<file path="src/rtl/pwr_stat_pkg.sv">
package pwr_stat_pkg;
  localparam int unsigned DATA_W      = 32;
  localparam int unsigned STAT_OFFSET = 32'h04;
  localparam int unsigned WUF_BIT     = 0;
  localparam int unsigned SBF_BIT     = 1;
  localparam int unsigned VDET_BIT    = 2;
  localparam int unsigned WEN_BIT     = 8;

  typedef struct packed {
    logic wake_en;
    logic vdet;
    logic stby;
    logic wuf;
  } stat_fields_t;

  function automatic logic [DATA_W-1:0] pack_stat(input stat_fields_t f);
    logic [DATA_W-1:0] w;
    w           = '0;
    w[WUF_BIT]  = f.wuf;
    w[SBF_BIT]  = f.stby;
    w[VDET_BIT] = f.vdet;
    w[WEN_BIT]  = f.wake_en;
    return w;
  endfunction
endpackage

</file>
<file path="src/rtl/pwr_pin_edge.sv">
module pwr_pin_edge #(
  parameter int unsigned SYNC_STAGES = 2
) (
  input  logic clk_i,
  input  logic rst_ni,
  input  logic pin_i,
  input  logic en_i,
  output logic rise_o
);
  localparam int unsigned SH_W = SYNC_STAGES + 1;

  logic [SH_W-1:0] sh_q;

  always_ff @(posedge clk_i or negedge rst_ni) begin
    if (!rst_ni) sh_q <= '0;
    else         sh_q <= {sh_q[SH_W-2:0], pin_i};
  end

  // sh_q[SYNC_STAGES-1] is the current synchronized sample, the next bit the previous one
  assign rise_o = en_i & sh_q[SYNC_STAGES-1] & ~sh_q[SYNC_STAGES];
endmodule

</file>
<file path="src/rtl/pwr_sticky_flag.sv">
module pwr_sticky_flag (
  input  logic clk_i,
  input  logic rst_ni,
  input  logic set_i,
  input  logic clr_i,
  output logic flag_o
);
  always_ff @(posedge clk_i or negedge rst_ni) begin
    if (!rst_ni)    flag_o <= 1'b0;
    else if (set_i) flag_o <= 1'b1;   // set beats clear
    else if (clr_i) flag_o <= 1'b0;
  end
endmodule

</file>
<file path="src/rtl/pwr_apb_slot.sv">
module pwr_apb_slot #(
  parameter int unsigned ADDR_W  = 8,
  parameter int unsigned OFFSET  = 4,
  parameter int unsigned RD_WAIT = 1
) (
  input  logic              clk_i,
  input  logic              rst_ni,
  input  logic              psel_i,
  input  logic              penable_i,
  input  logic              pwrite_i,
  input  logic [ADDR_W-1:0] paddr_i,
  output logic              hit_o,
  output logic              wr_o,
  output logic              pready_o,
  output logic              pslverr_o
);
  localparam int unsigned CNT_W = (RD_WAIT < 1) ? 1 : $clog2(RD_WAIT + 1);
  localparam logic [CNT_W-1:0] CNT_MAX = CNT_W'(RD_WAIT);
  localparam logic [ADDR_W-1:0] MY_ADDR = ADDR_W'(OFFSET);

  logic             access;
  logic             rd_acc;
  logic [CNT_W-1:0] cnt_q;

  assign access = psel_i & penable_i;
  assign rd_acc = access & ~pwrite_i;
  assign hit_o  = (paddr_i == MY_ADDR);

  always_ff @(posedge clk_i or negedge rst_ni) begin
    if (!rst_ni)                       cnt_q <= '0;
    else if (rd_acc && cnt_q != CNT_MAX) cnt_q <= cnt_q + 1'b1;
    else                               cnt_q <= '0;
  end

  assign pready_o  = ~rd_acc | (cnt_q == CNT_MAX);
  assign wr_o      = access & pwrite_i & hit_o;
  assign pslverr_o = 1'b0;
endmodule

</file>
<file path="src/rtl/pwr_wake_status.sv">
module pwr_wake_status
  import pwr_stat_pkg::*;
#(
  parameter int unsigned ADDR_W      = 8,
  parameter int unsigned SYNC_STAGES = 2,
  parameter int unsigned RD_WAIT     = 1
) (
  input  logic              clk_i,
  input  logic              por_ni,
  input  logic              rst_ni,
  input  logic              psel_i,
  input  logic              penable_i,
  input  logic              pwrite_i,
  input  logic [ADDR_W-1:0] paddr_i,
  input  logic [DATA_W-1:0] pwdata_i,
  output logic [DATA_W-1:0] prdata_o,
  output logic              pready_o,
  output logic              pslverr_o,
  input  logic              wake_pin_i,
  input  logic              rtc_alarm_i,
  input  logic              vdet_cmp_i,
  input  logic              vdet_en_i,
  input  logic              standby_i,
  input  logic              clr_wake_i,
  input  logic              clr_stby_i,
  output logic              wake_en_o
);
  logic         sys_rst_n;
  logic         hit, wr;
  logic         pin_rise;
  logic         wake_en_q, vdet_q, wuf_q, stby_q;
  stat_fields_t fields;
  logic         unused_wdata;

  assign sys_rst_n    = por_ni & rst_ni;
  assign unused_wdata = ^{pwdata_i[DATA_W-1:WEN_BIT+1], pwdata_i[WEN_BIT-1:0]};

  pwr_apb_slot #(
    .ADDR_W (ADDR_W),
    .OFFSET (STAT_OFFSET),
    .RD_WAIT(RD_WAIT)
  ) u_apb (
    .clk_i    (clk_i),
    .rst_ni   (sys_rst_n),
    .psel_i   (psel_i),
    .penable_i(penable_i),
    .pwrite_i (pwrite_i),
    .paddr_i  (paddr_i),
    .hit_o    (hit),
    .wr_o     (wr),
    .pready_o (pready_o),
    .pslverr_o(pslverr_o)
  );

  always_ff @(posedge clk_i or negedge sys_rst_n) begin
    if (!sys_rst_n) wake_en_q <= 1'b0;
    else if (wr)    wake_en_q <= pwdata_i[WEN_BIT];
  end

  always_ff @(posedge clk_i or negedge sys_rst_n) begin
    if (!sys_rst_n) vdet_q <= 1'b0;
    else            vdet_q <= vdet_en_i & vdet_cmp_i;
  end

  pwr_pin_edge #(.SYNC_STAGES(SYNC_STAGES)) u_edge (
    .clk_i (clk_i),
    .rst_ni(sys_rst_n),
    .pin_i (wake_pin_i),
    .en_i  (wake_en_q),
    .rise_o(pin_rise)
  );

  // flags live in the power-on domain only
  pwr_sticky_flag u_wuf (
    .clk_i (clk_i),
    .rst_ni(por_ni),
    .set_i (pin_rise | rtc_alarm_i),
    .clr_i (clr_wake_i),
    .flag_o(wuf_q)
  );

  pwr_sticky_flag u_sbf (
    .clk_i (clk_i),
    .rst_ni(por_ni),
    .set_i (standby_i),
    .clr_i (clr_stby_i),
    .flag_o(stby_q)
  );

  assign fields    = '{wake_en: wake_en_q, vdet: vdet_q, stby: stby_q, wuf: wuf_q};
  assign prdata_o  = (psel_i && !pwrite_i && hit) ? pack_stat(fields) : '0;
  assign wake_en_o = wake_en_q;
endmodule

</file>
<file path="config.mk">
export PLATFORM = sky130hd
export DESIGN_NAME = pwr_wake_status
export DESIGN_NICKNAME = d
export VERILOG_FILES = /design/src/rtl/pwr_stat_pkg.sv /design/src/rtl/pwr_pin_edge.sv /design/src/rtl/pwr_sticky_flag.sv /design/src/rtl/pwr_apb_slot.sv /design/src/rtl/pwr_wake_status.sv
export SDC_FILE = /design/constraint.sdc
export NUM_CORES = 1
export LEC_CHECK = 0
export BUFFER_PORTS_ARGS = -buffer_cell sky130_fd_sc_hd__buf_2
export CORE_UTILIZATION = 29
export DETAILED_ROUTE_END_ITERATION = 12
export HOLD_SLACK_MARGIN = 0.06
export PLACE_DENSITY_LB_ADDON = 0.12
export SLEW_MARGIN = 5
export SYNTH_ARGS = -nofsm -noshare
export SYNTH_HDL_FRONTEND = slang
export SYNTH_HIERARCHICAL = 1
export SYNTH_SLANG_ARGS = --single-unit
</file>
<file path="constraint.sdc">
create_clock -name clk_i -period 1.4 [get_ports clk_i]
set_clock_uncertainty 0.2 [all_clocks]
set_input_delay 0.07 -clock clk_i [delete_from_list [all_inputs] [get_ports clk_i]]
set_output_delay 0.07 -clock clk_i [all_outputs]
set_load 0.02 [all_outputs]
</file>
Word-level counts from Yosys, hierarchy flattened

Index checks and enable logic that the tools add are counted.

Register bits: 8
Input bits: 53
Word-level logic and storage cells: 34

$add $sub $neg: 1
Equality and inequality tests: 1
Mux-type cells: 6
Bitwise gates (word level): 14
Reduce and logical (&&, ||, !) cells: 6

Operator list:

| operator                                      | count |
|---|---|
| 2-to-1 mux 9 bit                              | 1 |
| AND 1 bit                                     | 8 |
| == test 8 x 3 -> 1 bit, second input constant | 1 |
| 2-to-1 mux 1 bit                              | 5 |
| NOT 1 bit                                     | 4 |
| nonzero test 2 bit                            | 2 |
| logical AND 1 bit                             | 3 |
| bitwise OR 1 bit                              | 2 |
| adder 1 bit, second input constant            | 1 |
| zero test 1 bit                               | 1 |

Depth between registers and ports, before layout

Word-level depth: 4
Gate-level depth with buffers: 3
Mapped depth without buffers: 3

Modules after synthesis

Netlist, hierarchy kept.

By module, submodules not included:

| module          | instances | cells each | area an instance (um2) | sequential area each (um2) |
|---|---|---|---|---|
| pwr_wake_status | 1         | 39         | 337.8                  | 50.0 |
| pwr_apb_slot    | 1         | 11         | 98.8                   | 25.0 |
| pwr_pin_edge    | 1         | 4          | 83.8                   | 75.1 |
| pwr_sticky_flag | 2         | 3          | 36.3                   | 25.0 |

Worst setup path before layout

No wires, ideal clock.

Kind: register to register
From: reg wake_en_q (netlist: wake_en_o)
To: reg u_wuf.flag_o
Library setup time: 118 ps
Arrival time: 1,028 ps
Data required time: 1,082 ps
Slack: 54 ps
Cell stages (with the launch flop): 4
Path buffers: 0
Period minus slack after synthesis: 1,346 ps
Cells stage by stage: dfrtp_1 and3b_1 or2_2 a21o_1

Cells in the longest elaborated chain, start to end: 4

RTL lines:

| element                                                       | RTL line              | RTL |
|---|---|---|
| start, declared                                               | pwr_wake_status.sv:31 | `logic wake_en_q, vdet_q, wuf_q, stby_q;` |
| start signal, assigned                                        | pwr_wake_status.sv:57 | `else if (wr) wake_en_q <= pwdata_i[WEN_BIT];` |
| AND 1 bit * (2 in series)                                     | pwr_pin_edge.sv:20    | `assign rise_o = en_i & sh_q[SYNC_STAGES-1] & ~sh_q[SYNC_STAGES];` |
| named net pin_rise                                            | pwr_wake_status.sv:30 | `logic pin_rise;` |
| bitwise OR 1 bit *                                            | pwr_wake_status.sv:77 | `.set_i (pin_rise \| rtc_alarm_i),` |
| 2-to-1 mux 1 bit / nonzero test 2 bit (equally long branches) | n/a                   |  |
| end signal, assigned                                          | pwr_sticky_flag.sv:9  | `if (!rst_ni) flag_o <= 1'b0;` |
| end signal, assigned                                          | pwr_sticky_flag.sv:10 | `else if (set_i) flag_o <= 1'b1;` |
| end signal, assigned                                          | pwr_sticky_flag.sv:11 | `else if (clr_i) flag_o <= 1'b0;` |
| end, declared                                                 | pwr_sticky_flag.sv:6  | `output logic flag_o` |

The timed path passes the listed nets; every way through them passes the cells marked *.
A chain may end at the register's enable or synchronous reset.

Final worst setup path

From: reg u_apb.cnt_q
To: out pready_o

Cells in the longest elaborated chain, start to end: 1

RTL lines:

| element                | RTL line              | RTL |
|---|---|---|
| start, declared        | pwr_apb_slot.sv:23    | `logic [CNT_W-1:0] cnt_q;` |
| start signal, assigned | pwr_apb_slot.sv:31    | `else if (rd_acc && cnt_q != CNT_MAX) cnt_q <= cnt_q + 1'b1;` |
| bitwise OR 1 bit       | pwr_apb_slot.sv:35    | `assign pready_o = ~rd_acc \| (cnt_q == CNT_MAX);` |
| end, declared          | pwr_wake_status.sv:17 | `output logic pready_o,` |

No other way between the ends.

==> results.py <==
metrics = {
    "clocking": {
        "clock-sinks": 8,
        "postCtsSetupBuffers": 0,
        "cts_inserted_buffers": 3,
        "path_clk_slew_ps": 50,
        "cts_root_buf": "clkbuf_4",
        "cts_tree": "yes",
        "cts_htree_levels": 1,
        "clk_path_buf_depth": 2,
        "clkLatencyLatePin_ps": 250,
    },
    "global_routing": {
        "grtUsageTotal_pct": 9.72,
        "globalRouteOverflowTotal": 0,
        "grt_pass1_vias": 331,
        "grt_antenna_before_repair": 0,
        "grt_pass1_wl_um": 1390,
        "grt_max_degree": 8,
    },
    "timing": {
        "min_period_ps": 1350,
        "grt_setup_unrepaired": "yes",
        "post-route-period-util_pct": 96.1,
        "fin_ws_ps": 54.1,
        "fin_setup_tns_ps": 0,
        "hold_ws_ps": 115,
        "slew_violations": 0,
        "setup_viol": 0,
        "hold_viol_final": 0,
        "fmax_mhz": 743,
    },
    "die": {
        "coreArea_um2": 1820,
        "dieArea_um2": 2230,
        "initial_core_util_pct": 32.6,
        "ios": 88,
        "row_count": 15,
        "die_h_um": 47.2,
        "die_w_um": 47.2,
    },
    "worst_setup_path": {
        "crit_family": "flip-flops",
        "cp_num_buf_inv": 1,
        "cp.required_ps": 1130,
        "r2r-start": "u_edge/sh_q[1]",
        "crit_start": "u_apb/cnt_q",
        "worst-setup-path-type": "flop to output port",
        "crit_path_end_kind": "output port",
        "worst_setup_path_start_kind": "flop",
        "cpMaxStageDelayCell": "dfrtp_1",
        "cp_cell_sequence": "or3_1 > buf_6",
        "max_stage_delay_ps": 360,
        "crit_fanout": 2,
        "crit_arrival_ps": 1080,
    },
    "synth": {
        "yosysWarnings": 6,
        "syn_area_per_cell_um2": 9.88,
        "async_flop_share_pct": 100,
        "synth_edf_count": 0,
        "synth_top_area_cell": "buf_4",
        "synth_most_common_cell": "buf_4",
        "synthTopCellsByArea": "buf_4 (37%), dfrtp_1 (34%), and4b_1 (6.8%), a21o_1 (2.5%), mux2_4 (2.5%)",
        "postSynthCellCount": 60,
        "synthTopCellsByCount": "buf_4 (29), dfrtp_1 (8), and4b_1 (4)",
        "synth-seq-cells": 8,
        "syn_area_um2": 593,
        "ys_seq_area_share_pct": 33.8,
        "synth_top_area_share_pct": 36.7,
        "synth_flop_cell": "dfrtp_1",
        "synth.distinct_cells": 17,
    },
    "route": {
        "drt-vias-per-instance": 3.67,
        "ant_nets": 0,
        "routed_wl_um": 1020,
        "drc": 0,
        "drtPass1Iterations": 2,
        "wire_per_inst_um": 8.02,
        "num_vias": 466,
        "drt_first_iter_violations": 7,
    },
    "power": {
        "power_density_nw_per_um2": 710,
        "p_seq_share_pct": 43.0,
        "power_mw": 0.575,
        "p_int_mw": 0.399,
        "p_comb_share_pct": 27.1,
        "p_sw_share_pct": 30.6,
        "netSwitchingPower_mw": 0.176,
        "pwr-share-clk_pct": 29.9,
        "cellLeakagePower_nw": 0.474,
        "ir_drop_v": 0.000414,
    },
    "worst_hold_path": {
        "hold_class": "input pin to async pin",
    },
    "cells_and_area": {
        "nFillCells": 181,
        "final_util_pct": 44.5,
        "nets": 157,
        "drive_gt1_share_pct": 35.3,
        "syn_to_final_growth_pct": 36.5,
        "antenna_cells": 0,
    },
    "placement": {
        "place.gp.congestion": 0.633,
        "place_ws_ps": 84.0,
        "portBuffers": 27,
        "detailed_place_hpwl_um": 792,
    },
    "run_status": {
        "outcome": "finished, final reports clean",
    },
    "flow_run": {
        "drv_cap": 0,
    },
}
final cells by class:
cell class	count	area, um^2	area share [%]
Clock buffer	3	22.5	2.78
Inverter	2	7.51	0.927
Multi-Input combinational cell	48	269	33.2
Sequential cell	8	200	24.7
Tap cell	25	31.3	3.86
Timing Repair Buffer	41	279	34.5
worst min-delay path: stages:
cell and delay (ps):
dlygate4sd3_1 520, buf_2 90, and2_1 260
layout by cell type, fill, tap and decap left out:
master          n
and4b_1         4
nor4b_2         1
mux2_4          1
inv_1           2
conb_1         29
buf_2          26
or3_1           1
nor4_2          1
or2_2           1
a21o_1          2
buf_6           1
dlygate4sd3_1  13
nand2_1         1
dfrtp_1         8
and3b_1         1
and3_1          2
and2_2          1
clkbuf_4        3
nor3_1          1
buf_4           1
and2_1          2
worst paths after layout:
| check | to | slack [ps] | cells after the start |
|---|---|---|---|
| max | pready_o | 50 | 2 |
| min | vdet_q | 110 | 3 |
| max reg2reg | u_wuf/flag_o | 150 | 3 |
| min reg2reg | u_edge/sh_q[1] | 150 | 0 |
| max in group asynchronous | u_sbf/flag_o | 400 | 3 |
| min in group clk_i | wake_en_o | 120 | 4 |
cells by family (layout without fill, tap and decap cells):
group	Yosys count	count (layout)	share of synthesized area (%)
buf+inv	31	46	38.0
simple gates	16	16	21.9
flops	8	8	33.8
other cells	2	29	1.27
compound gates	2	2	2.53
mux	1	1	2.53
through the flow:
step	std cells	area (um^2)
after CTS	127	810
after floorplan	87	694
after detailed placement	111	651
after global placement	111	651
final	127	810
after global routing	127	810
power by group through the flow:
stage	combinational, mW	clock (mW)	sequential, mW
after global routing	0.172	0.200	0.247
final	0.156	0.172	0.247
after floorplan	0.148	0	0.250
after CTS	0.155	0.177	0.247
after detailed placement	0.126	0	0.251
after global placement	0.124	0	0.251
state kept, by name (all words and copies together), names as in the netlist:
name,cells
vdet_q,1
wake_en_o,1
u_edge/sh_q,3
u_apb/cnt_q,1
u_sbf/flag_o,1
u_wuf/flag_o,1
timing repair:
action | 4_1_cts | 5_1_grt
pin swaps | 1 | 0
endpoints found under the hold margin | 14 | 0
hold buffers | 13 | 0
gates resized for setup | 2 | 0
endpoints found under the setup margin | 1 | 1
metal layers:
layer	up-vias	GRT usage, %	routed length (um)
met1	199	11.5	444
met3	0	5.00	124
met5	-	0	0
met2	43	14.2	448
li1	224	-	-
met4	0	5.14	0
Power figures use the tool's default switching activity.
